File: src/rtl/divtimer_pkg.sv
package divtimer_pkg;
  // strobes from the control unit to the datapath
  typedef struct packed {
    logic inc;     // tapped divider bit fell this cycle
    logic reload;  // load counter from reload register
  } tmrStrobe_t;
endpackage

File: src/rtl/tmrDatapath.sv
module tmrDatapath
  import divtimer_pkg::*;
#(
  parameter int DIV_W  = 16,
  parameter int DATA_W = 8
) (
  input  logic              clk,
  input  logic              rstN,
  input  logic [1:0]        busAddr,
  input  logic              busWe,
  input  logic [DATA_W-1:0] busWdata,
  input  tmrStrobe_t        strobe,
  output logic [DATA_W-1:0] busRdata,
  output logic [DIV_W-1:0]  divCur,
  output logic [DIV_W-1:0]  divNext,
  output logic [DATA_W-1:0] counterVal,
  output logic [2:0]        ctrlVal,
  output logic              cntWrite
);
  logic [DATA_W-1:0] reloadReg;
  logic              divClear;

  assign divClear = busWe && (busAddr == 2'd0);
  assign cntWrite = busWe && (busAddr == 2'd1);
  assign divNext  = divClear ? '0 : divCur + 1'b1;

  always_ff @(posedge clk or negedge rstN) begin
    if (!rstN) begin
      divCur     <= '0;
      counterVal <= '0;
      reloadReg  <= '0;
      ctrlVal    <= '0;
    end else begin
      divCur <= divNext;
      if (cntWrite)           counterVal <= busWdata;
      else if (strobe.reload) counterVal <= reloadReg;
      else if (strobe.inc)    counterVal <= counterVal + 1'b1;
      if (busWe && busAddr == 2'd2) reloadReg <= busWdata;
      if (busWe && busAddr == 2'd3) ctrlVal   <= busWdata[2:0];
    end
  end

  always_comb begin
    case (busAddr)
      2'd0:    busRdata = divCur[DIV_W-1 -: DATA_W];
      2'd1:    busRdata = counterVal;
      2'd2:    busRdata = reloadReg;
      default: busRdata = {{(DATA_W-3){1'b0}}, ctrlVal};
    endcase
  end

  assert_div_clear_R2: assert property (@(posedge clk) disable iff (!rstN)
    divClear |=> (divCur == '0));

  assert_ctrl_pad_R1: assert property (@(posedge clk) disable iff (!rstN)
    (busAddr == 2'd3) |-> (busRdata[DATA_W-1:3] == '0));

  assert_hold_disabled_R4: assert property (@(posedge clk) disable iff (!rstN)
    (!ctrlVal[2] && !cntWrite && !strobe.reload) |=> $stable(counterVal));
endmodule

File: src/rtl/tmrControl.sv
module tmrControl
  import divtimer_pkg::*;
#(
  parameter int DIV_W     = 16,
  parameter int DATA_W    = 8,
  parameter int DELAY     = 4,
  parameter int AUDIO_BIT = 12
) (
  input  logic              clk,
  input  logic              rstN,
  input  logic [DIV_W-1:0]  divCur,
  input  logic [DIV_W-1:0]  divNext,
  input  logic [2:0]        ctrlVal,
  input  logic [DATA_W-1:0] counterVal,
  input  logic              cntWrite,
  output tmrStrobe_t        strobe,
  output logic              timerIrq,
  output logic              audioTick
);
  localparam int TAP_W = $clog2(DIV_W);
  localparam int DLY_W = (DELAY > 1) ? $clog2(DELAY) : 1;

  function automatic logic [TAP_W-1:0] tapOf(input logic [1:0] sel);
    case (sel)
      2'd0:    return TAP_W'(9);
      2'd1:    return TAP_W'(3);
      2'd2:    return TAP_W'(5);
      default: return TAP_W'(7);
    endcase
  endfunction

  logic [TAP_W-1:0] tapSel;
  logic             tapFall, audioFall, overflow, reloadNow, pending;
  logic [DLY_W-1:0] delayCnt;

  assign tapSel    = tapOf(ctrlVal[1:0]);
  assign tapFall   = ctrlVal[2] && divCur[tapSel] && !divNext[tapSel];
  assign audioFall = divCur[AUDIO_BIT] && !divNext[AUDIO_BIT];
  assign reloadNow = pending && (delayCnt == '0) && (counterVal == '0) && !cntWrite;
  assign overflow  = tapFall && (counterVal == '1) && !cntWrite && !reloadNow;

  assign strobe.inc    = tapFall;
  assign strobe.reload = reloadNow;

  always_ff @(posedge clk or negedge rstN) begin
    if (!rstN) begin
      pending   <= 1'b0;
      delayCnt  <= '0;
      timerIrq  <= 1'b0;
      audioTick <= 1'b0;
    end else begin
      timerIrq  <= reloadNow;
      audioTick <= audioFall;
      if (overflow) begin
        pending  <= 1'b1;
        delayCnt <= DLY_W'(DELAY - 1);
      end else if (pending) begin
        if (cntWrite || counterVal != '0 || delayCnt == '0) pending <= 1'b0;
        else delayCnt <= delayCnt - 1'b1;
      end
    end
  end

  assert_irq_pulse_R6: assert property (@(posedge clk) disable iff (!rstN)
    timerIrq |=> !timerIrq);

  assert_wrap_zero_R6: assert property (@(posedge clk) disable iff (!rstN)
    overflow |=> (counterVal == '0));

  assert_cancel_R7: assert property (@(posedge clk) disable iff (!rstN)
    (pending && cntWrite) |=> (!pending && !timerIrq));

  assert_audio_pulse_R9: assert property (@(posedge clk) disable iff (!rstN)
    audioTick |=> !audioTick);
endmodule

File: src/rtl/divTimer.sv
module divTimer
  import divtimer_pkg::*;
#(
  parameter int DIV_W     = 16,
  parameter int DATA_W    = 8,
  parameter int DELAY     = 4,
  parameter int AUDIO_BIT = 12
) (
  input  logic              clk,
  input  logic              rstN,
  input  logic [1:0]        busAddr,
  input  logic              busWe,
  input  logic [DATA_W-1:0] busWdata,
  output logic [DATA_W-1:0] busRdata,
  output logic              timerIrq,
  output logic              audioTick
);
  tmrStrobe_t        strobe;
  logic [DIV_W-1:0]  divCur, divNext;
  logic [DATA_W-1:0] counterVal;
  logic [2:0]        ctrlVal;
  logic              cntWrite;

  tmrDatapath #(.DIV_W(DIV_W), .DATA_W(DATA_W)) u_dp (
    .clk(clk), .rstN(rstN), .busAddr(busAddr), .busWe(busWe),
    .busWdata(busWdata), .strobe(strobe), .busRdata(busRdata),
    .divCur(divCur), .divNext(divNext), .counterVal(counterVal),
    .ctrlVal(ctrlVal), .cntWrite(cntWrite)
  );

  tmrControl #(.DIV_W(DIV_W), .DATA_W(DATA_W), .DELAY(DELAY),
               .AUDIO_BIT(AUDIO_BIT)) u_ctl (
    .clk(clk), .rstN(rstN), .divCur(divCur), .divNext(divNext),
    .ctrlVal(ctrlVal), .counterVal(counterVal), .cntWrite(cntWrite),
    .strobe(strobe), .timerIrq(timerIrq), .audioTick(audioTick)
  );
endmodule

File: config.mk
export PLATFORM = sky130hd
export DESIGN_NAME = divTimer
export DESIGN_NICKNAME = d
export VERILOG_FILES = /design/src/rtl/divtimer_pkg.sv /design/src/rtl/tmrDatapath.sv /design/src/rtl/tmrControl.sv /design/src/rtl/divTimer.sv
export SDC_FILE = /design/constraint.sdc
export NUM_CORES = 1
export LEC_CHECK = 0
export ABC_AREA = 0
export ABC_CLOCK_PERIOD_IN_PS = 2400
export BUFFER_PORTS_ARGS = -buffer_cell sky130_fd_sc_hd__buf_4
export CORE_MARGIN = 4
export CORE_UTILIZATION = 34
export CTS_CLUSTER_SIZE = 10
export DETAILED_ROUTE_END_ITERATION = 16
export GPL_TIMING_DRIVEN = 1
export SKIP_LAST_GASP = 1
export SYNTH_ARGS = -nofsm -noshare
export SYNTH_HDL_FRONTEND = slang
export SYNTH_SLANG_ARGS = --single-unit
export TNS_END_PERCENT = 30
File: constraint.sdc
create_clock -name clk -period 2.4 [get_ports clk]
set_clock_uncertainty 0.15 [all_clocks]
set_input_delay 0.12 -clock clk [delete_from_list [all_inputs] [get_ports clk]]
set_output_delay 0.12 -clock clk [all_outputs]
set_load 0.1 [all_outputs]
==> results of run 1 <==
==> metrics by stage <==
step	instances	area, µm²
2_1_floorplan	217	2240
3_3_place_gp	317	2530
3_5_place_dp	317	2530
4_1_cts	333	2720
5_1_grt	333	2730
6_report	333	2730
==> synth_stat cells, types with 2 or more instances <==
master,number,area share (%)
a21oi_1,7,1.6
a221oi_1,2,0.78
a31oi_1,3,0.84
and3_1,5,1.4
clkbuf_1,5,0.84
dfrtp_1,40,45
ha_1,4,2.2
inv_1,6,1.0
mux2_1,5,2.5
mux2_2,11,5.5
mux2i_1,8,3.6
mux4_2,3,3.0
nand2_1,23,3.8
nand2b_1,4,1.1
nand3_1,12,2.7
nand4_1,2,0.56
nor2_1,21,3.5
nor2_2,2,0.56
nor2b_1,3,0.84
nor3_1,6,1.3
o21ai_0,9,2.0
xnor2_1,7,2.7
xor2_1,11,4.3
==> per-layer routing <==
layer,vias to the layer above,wire [µm],GRT usage (%)
li1,850,-,-
met2,43,2150,19.6
met4,0,101,6.09
met3,8,231,3.04
met5,-,0,0
met1,823,2530,19.5
==> flip-flops by register name (all words and copies together), names as in the netlist <==
register         cells
u_dp.divCur         16
u_ctl.pending        1
u_ctl.timerIrq       1
u_ctl.audioTick      1
u_ctl.delayCnt       2
u_dp.reloadReg       8
u_dp.ctrlVal         3
u_dp.counterVal      8
==> area by class of cell <==
class,count,area [µm²]
Fill cell,633,3650
Multi-Input combinational cell,165,1210
Sequential cell,40,1000
Timing Repair Buffer,38,308
Clock buffer,7,96.3
Tap cell,77,96.3
Inverter,6,22.5
==> power groups by stage <==
stage          Sequential [µW]  Combinational, µW  Clock [µW]
3_5_place_dp               962                775           0
2_1_floorplan              919                595           0
5_1_grt                    974                863         530
6_report                   953                793         481
4_1_cts                    949                791         502
3_3_place_gp               956                764           0
==> cells by family after synthesis <==
kind of cell,Yosys count
simple gates,88
flops,40
compound gates,28
mux,27
xor+xnor,18
buf+inv,12
fa+ha+maj,4
==> timing repair <==
| item | 4_1_cts | 5_1_grt |
|---|---|---|
| resized for setup | 0 | 2 |
| hold buffers | 9 | 0 |
| endpoints found under the hold margin | 52 | 0 |
| setup endpoints to repair | 0 | 3 |
==> worst register-to-register path: cells and delay by family (launching register included) <==
| family | cells | cell delay [ns] |
|---|---|---|
| AOI/OAI and AO/OA | 1 | 0.10 |
| adders and majority gates | 1 | 0.17 |
| buffers and inverters | 1 | 0.11 |
| DFF | 1 | 0.41 |
| muxes | 2 | 0.50 |
| and+or+nand+nor | 3 | 0.76 |
==> final timing paths <==
path | from | to | slack [ns] | cells after the start
worst max-delay path | u_dp.counterVal[0] | u_dp.counterVal[2] | 0.09 | 8
worst min-delay path | busAddr[0] | u_dp.divCur[7] | 0.11 | 3
worst max register to register | u_dp.counterVal[0] | u_dp.counterVal[2] | 0.09 | 8
worst min register to register | u_dp.divCur[0] | u_dp.divCur[0] | 0.34 | 1
max in group asynchronous | rstN | u_dp.counterVal[3] | 1.55 | 2
min in group asynchronous | rstN | u_dp.divCur[0] | 0.18 | 2
==> flow_summary.json, run 1 <==
{
  "cts_tree": "built",
  "pwr-share-comb_pct": 35.6,
  "cts_inserted_buffers": 5,
  "min_path_type": "in2reg",
  "routedWlPerCell_um": 15.1,
  "totalWireLength_um": 5020,
  "cts_root_buf": "clkbuf_8",
  "netlist_area_um2": 2240,
  "drt_iter0_markers": 99,
  "synth-seq-cells": 40,
  "final_cell_mix": "dfrtp_1, buf_4, nand2_1",
  "worstPathArrival_ns": 2.33,
  "initial_core_util_pct": 35.1,
  "maxCapViolCount": 0,
  "cpMaxStageDelayCell": "dfrtp_1",
  "crit_chain": "inv_1, ha_1, nor4bb_2, nand3_2, nor2_2, mux2i_1, o21ai_0, mux2_1",
  "die_y_um": 89.2,
  "synth.avg_cell_area_um2": 10.3,
  "crit_family": "simple AND/OR/NAND/NOR gates",
  "ios": 23,
  "tightest_slew_ns": 0.514,
  "p_switching_uw": 855,
  "relSlewSlack_pct": 65.8,
  "core_area_um2": 6390,
  "yosys.area_share.xor_xnor_pct": 7.03,
  "fmax_ghz": 0.434,
  "setup_viol": 0,
  "leakage_uw": 0.00121,
  "synth-edff-count": 0,
  "synth.area.mux_share_pct": 14.6,
  "place_congestion": 0.808,
  "io_buffers": 22,
  "ys_warn_count": 0,
  "nets": 273,
  "cp-end-kind": "flop",
  "finalMaxSlewViolations": 0,
  "antenna_cells": 0,
  "final.period_utilization_pct": 96.1,
  "start_kind": "flop",
  "min_period_ns": 2.31,
  "dieArea_um2": 7960,
  "p_per_area_nw_per_um2": 815,
  "synth_compound_area_share_pct": 8.70,
  "synthCells": 217,
  "power.total_uw": 2230,
  "setup_slack_ns": 0.0939,
  "ir_drop_v": 0.000408,
  "ys_types": 41,
  "async_flop_share_pct": 100,
  "synthAdderAreaFrac_pct": 2.23,
  "drtAntennaViolNets": 0,
  "grt_pass1_wl_um": 8190,
  "grt_max_degree": 41,
  "dpl.hpwl_um": 3630,
  "p_int_uw": 1370,
  "htreeDepth": 2,
  "antenna_found_initial": 0,
  "status": "completed",
  "clock_latency_ns": 0.29,
  "pre_cts_slack_ns": 0.0695,
  "num_rows": 29,
  "power_frac_seq_pct": 42.8,
  "fin_util_pct": 42.8,
  "cts_sinks": 40,
  "grt_pass1_vias": 1634,
  "grt_use_total_pct": 13.6,
  "timing.hold.ws_ns": 0.109,
  "critPathBufInv": 1,
  "drive_gt1_share_pct": 23.4,
  "synth_top_family_by_area": "simple AND/OR/NAND/NOR gates",
  "die_w_um": 89.2,
  "path_max_fanout": 4,
  "grt_overflow": 0,
  "viasPerCell": 5.18,
  "synthSimpleGateAreaFrac_pct": 20.7,
  "synthFlopType": "dfrtp_1",
  "clk_path_buf_depth": 2,
  "yosysSeqAreaShare_pct": 44.6,
  "cts.clk_slew.worst_paths_ns": 0.08,
  "power.share.clock_pct": 21.6,
  "syn_to_final_growth_pct": 21.8,
  "layout_commonest_cell": "dfrtp_1",
  "setup_tns_ns": 0,
  "drc": 0,
  "synth_fp_nets": 234,
  "dr.pass1.iters": 4,
  "critPathKind": "reg2reg",
  "cp.required_ns": 2.42,
  "vias": 1724,
  "switching_share_pct": 38.4,
  "max_stage_delay_ns": 0.41,
  "hold_viol": 0,
  "post_cts_buffers": 0
}
Note: power is estimated with default switching activity, not from simulation.
==> run 2, diff against run 1 <==
--- a/config.mk
+++ b/config.mk
@@ -5,7 +5,7 @@
 export SDC_FILE = /design/constraint.sdc
 export NUM_CORES = 1
 export LEC_CHECK = 0
-export ABC_AREA = 0
+export ABC_AREA = 1
 export ABC_CLOCK_PERIOD_IN_PS = 2400
 export BUFFER_PORTS_ARGS = -buffer_cell sky130_fd_sc_hd__buf_4
 export CORE_MARGIN = 4
==> run 2 against run 1 <==
Against the previous run:
- sequential share of layout area decreased by 1.1 points
- highest routed layer unchanged
- clock power decreased by 5.4%
- critical path type unchanged
- utilization decreased by 1.4 points
==> flow_summary.json, run 2 <==
{
  "status": "completed",
  "drtAntennaViolNets": 0,
  "ir_drop_v": 0.000380,
  "maxCapViolCount": 0,
  "fin_util_pct": 41.4,
  "crit_top_cell": "nand2_1",
  "finalMaxSlewViolations": 0,
  "grt_max_degree": 41,
  "cp-end-kind": "flop",
  "fmax_ghz": 0.542,
  "die_w_um": 91.6,
  "grt_overflow": 0,
  "cts_tree": "built",
  "core_area_um2": 6790,
  "tightest_slew_ns": 0.543,
  "cts_root_buf": "clkbuf_8",
  "cts_inserted_buffers": 5,
  "critPathKind": "reg2reg",
  "crit_family": "simple AND/OR/NAND/NOR gates",
  "min_period_ns": 1.85,
  "setup_viol": 0,
  "rsz0062_at_grt": "no",
  "async_flop_share_pct": 100,
  "grt_pass1_wl_um": 9930,
  "synth-seq-cells": 40,
  "ys_types": 35,
  "path_max_fanout": 8,
  "dieArea_um2": 8390,
  "cts_sinks": 40,
  "synth_fp_nets": 332,
  "grt_use_total_pct": 14.7,
  "critPathBufInv": 2,
  "ios": 23,
  "synth_top_cell_by_area": "dfrtp_1",
  "postPlaceCellArea_um2": 2640,
  "viasPerCell": 4.77,
  "cts.clk_slew.worst_paths_ns": 0.07,
  "max_stage_delay_ns": 0.42,
  "synthCells": 315,
  "die_y_um": 91.6,
  "crit_chain": "inv_1, ha_1, nand3_1, nor2_1, nand3_2, inv_1, nand2_1, a31oi_1, nand2_1, nand2_1",
  "final_cell_mix": "nand2_1, inv_1, dfrtp_1",
  "yosysTopAreaCellShare_pct": 42.1,
  "layout_commonest_cell": "nand2_1",
  "leakage_uw": 0.00144,
  "clk_path_buf_depth": 2,
  "start_kind": "flop",
  "hold_viol": 0,
  "vias": 2129,
  "p_per_area_nw_per_um2": 794,
  "synth-edff-count": 0,
  "totalWireLength_um": 5740,
  "regMostFlops": "u_dp.divCur",
  "largest_register_ff_count": 16,
  "dpl.hpwl_um": 4350,
  "nets": 366,
  "reg_top3": "u_dp.divCur (16), u_dp.counterVal (8), u_dp.reloadReg (8)",
  "place_congestion": 0.849,
  "antenna_found_initial": 0,
  "io_buffers": 22,
  "antenna_cells": 0,
  "cts_resized": 0,
  "drc": 0,
  "dr.pass1.iters": 4,
  "synth.avg_cell_area_um2": 7.55,
  "num_rows": 30,
  "relSlewSlack_pct": 63.8,
  "ys_warn_count": 0,
  "cp.required_ns": 2.48,
  "routedWlPerCell_um": 12.9,
  "drive_gt1_share_pct": 15.7,
  "min_path_type": "in2reg",
  "htreeDepth": 2,
  "cpMaxStageDelayCell": "dfrtp_1",
  "synth_common_cells": "nand2_1, inv_1, dfrtp_1",
  "yosysSeqAreaShare_pct": 42.1,
  "hold_buffers": 8,
  "synth_most_common_cell": "nand2_1",
  "grt_pass1_vias": 2100,
  "synthFlopType": "dfrtp_1",
  "drt_iter0_markers": 151,
  "final.period_utilization_pct": 76.9,
  "worstPathArrival_ns": 1.92,
  "fin_area_um2": 2810,
  "post_cts_buffers": 0,
  "initial_core_util_pct": 35.0,
  "syn_to_final_growth_pct": 18.3,
  "synth.area.top_cells": "dfrtp_1, nand2_1, inv_1",
  "clock_latency_ns": 0.29,
  "netlist_area_um2": 2380
}
[run 2: cell types whose count changed after synthesis, sizes merged, moves of 5 or more]
cell,previous run,this run
nand2,23,89
inv,6,46
nor2,23,47
mux2,16,1
o21ai,9,20
a21oi,7,15
mux2i,8,0
xnor2,7,0
xor2,11,4
nand3,13,18
o221ai,0,5
[run 2: worst paths after layout]
kind | startpoint | end | slack, ns | depth (start not counted)
worst max-delay path | u_dp.counterVal[0] | u_dp.counterVal[1] | 0.55 | 10
worst min-delay path | busWdata[0] | u_dp.ctrlVal[0] | 0.007 | 3
worst max register to register | u_dp.counterVal[0] | u_dp.counterVal[1] | 0.55 | 10
max in group asynchronous | rstN | u_dp.divCur[3] | 1.51 | 2
worst min register to register | u_dp.ctrlVal[2] | u_dp.ctrlVal[2] | 0.35 | 2
min in group asynchronous | rstN | u_dp.reloadReg[7] | 0.20 | 2
[run 2: area by class of cell]
type,instances,area (µm²)
inverter,46,180
timing repair buffer,30,245
clock buffer,8,90.1
sequential,40,1000
tap,96,120
multi-input combinational,226,1180
fill,693,3980
[run 2: metrics by stage]
step                total power, µW  setup slack [ns]  setup TNS [ns]  instances  hold WS (ns)
floorplan                      1570            -0.388          -0.772        315        -0.326
global placement               1770             0.634               0        430       -0.0104
detailed placement             1780             0.576               0        430      -0.00802
CTS                            2260             0.562               0        446        0.0102
global route                   2400             0.335               0        446        0.0488
finish                         2230             0.554               0        446       0.00727
[run 2: cell families after synthesis]
family                     Yosys count  share of synthesized area [%]
and+or+nand+nor                    166                           32.4
AOI/OAI and AO/OA                   51                           13.0
buffers and inverters               49                           8.42
DFF                                 40                           42.1
xor gates and xnor gates             4                           1.47
adders and majority gates            4                           2.11
muxes                                1                          0.474
[run 2: tightest hold or removal path, stage by stage]
cell and delay, ns:
buf_4 0.07, inv_1 0.06, o21ai_0 0.15
[run 2: report_power, final]
group          total [µW]  switching (µW)  internal (µW)
Combinational         825             554            271
Clock                 455             220            234
Sequential            953             149            803
Total                2230             923           1310
[run 2: metal layers]
metal | wire, µm | vias up | global-route usage [%]
met1 | 2870 | 987 | 20.9
met5 | 0 | - | 0
met4 | 67 | 0 | 5.15
li1 | - | 1086 | -
met2 | 2500 | 50 | 22.5
met3 | 305 | 6 | 2.30
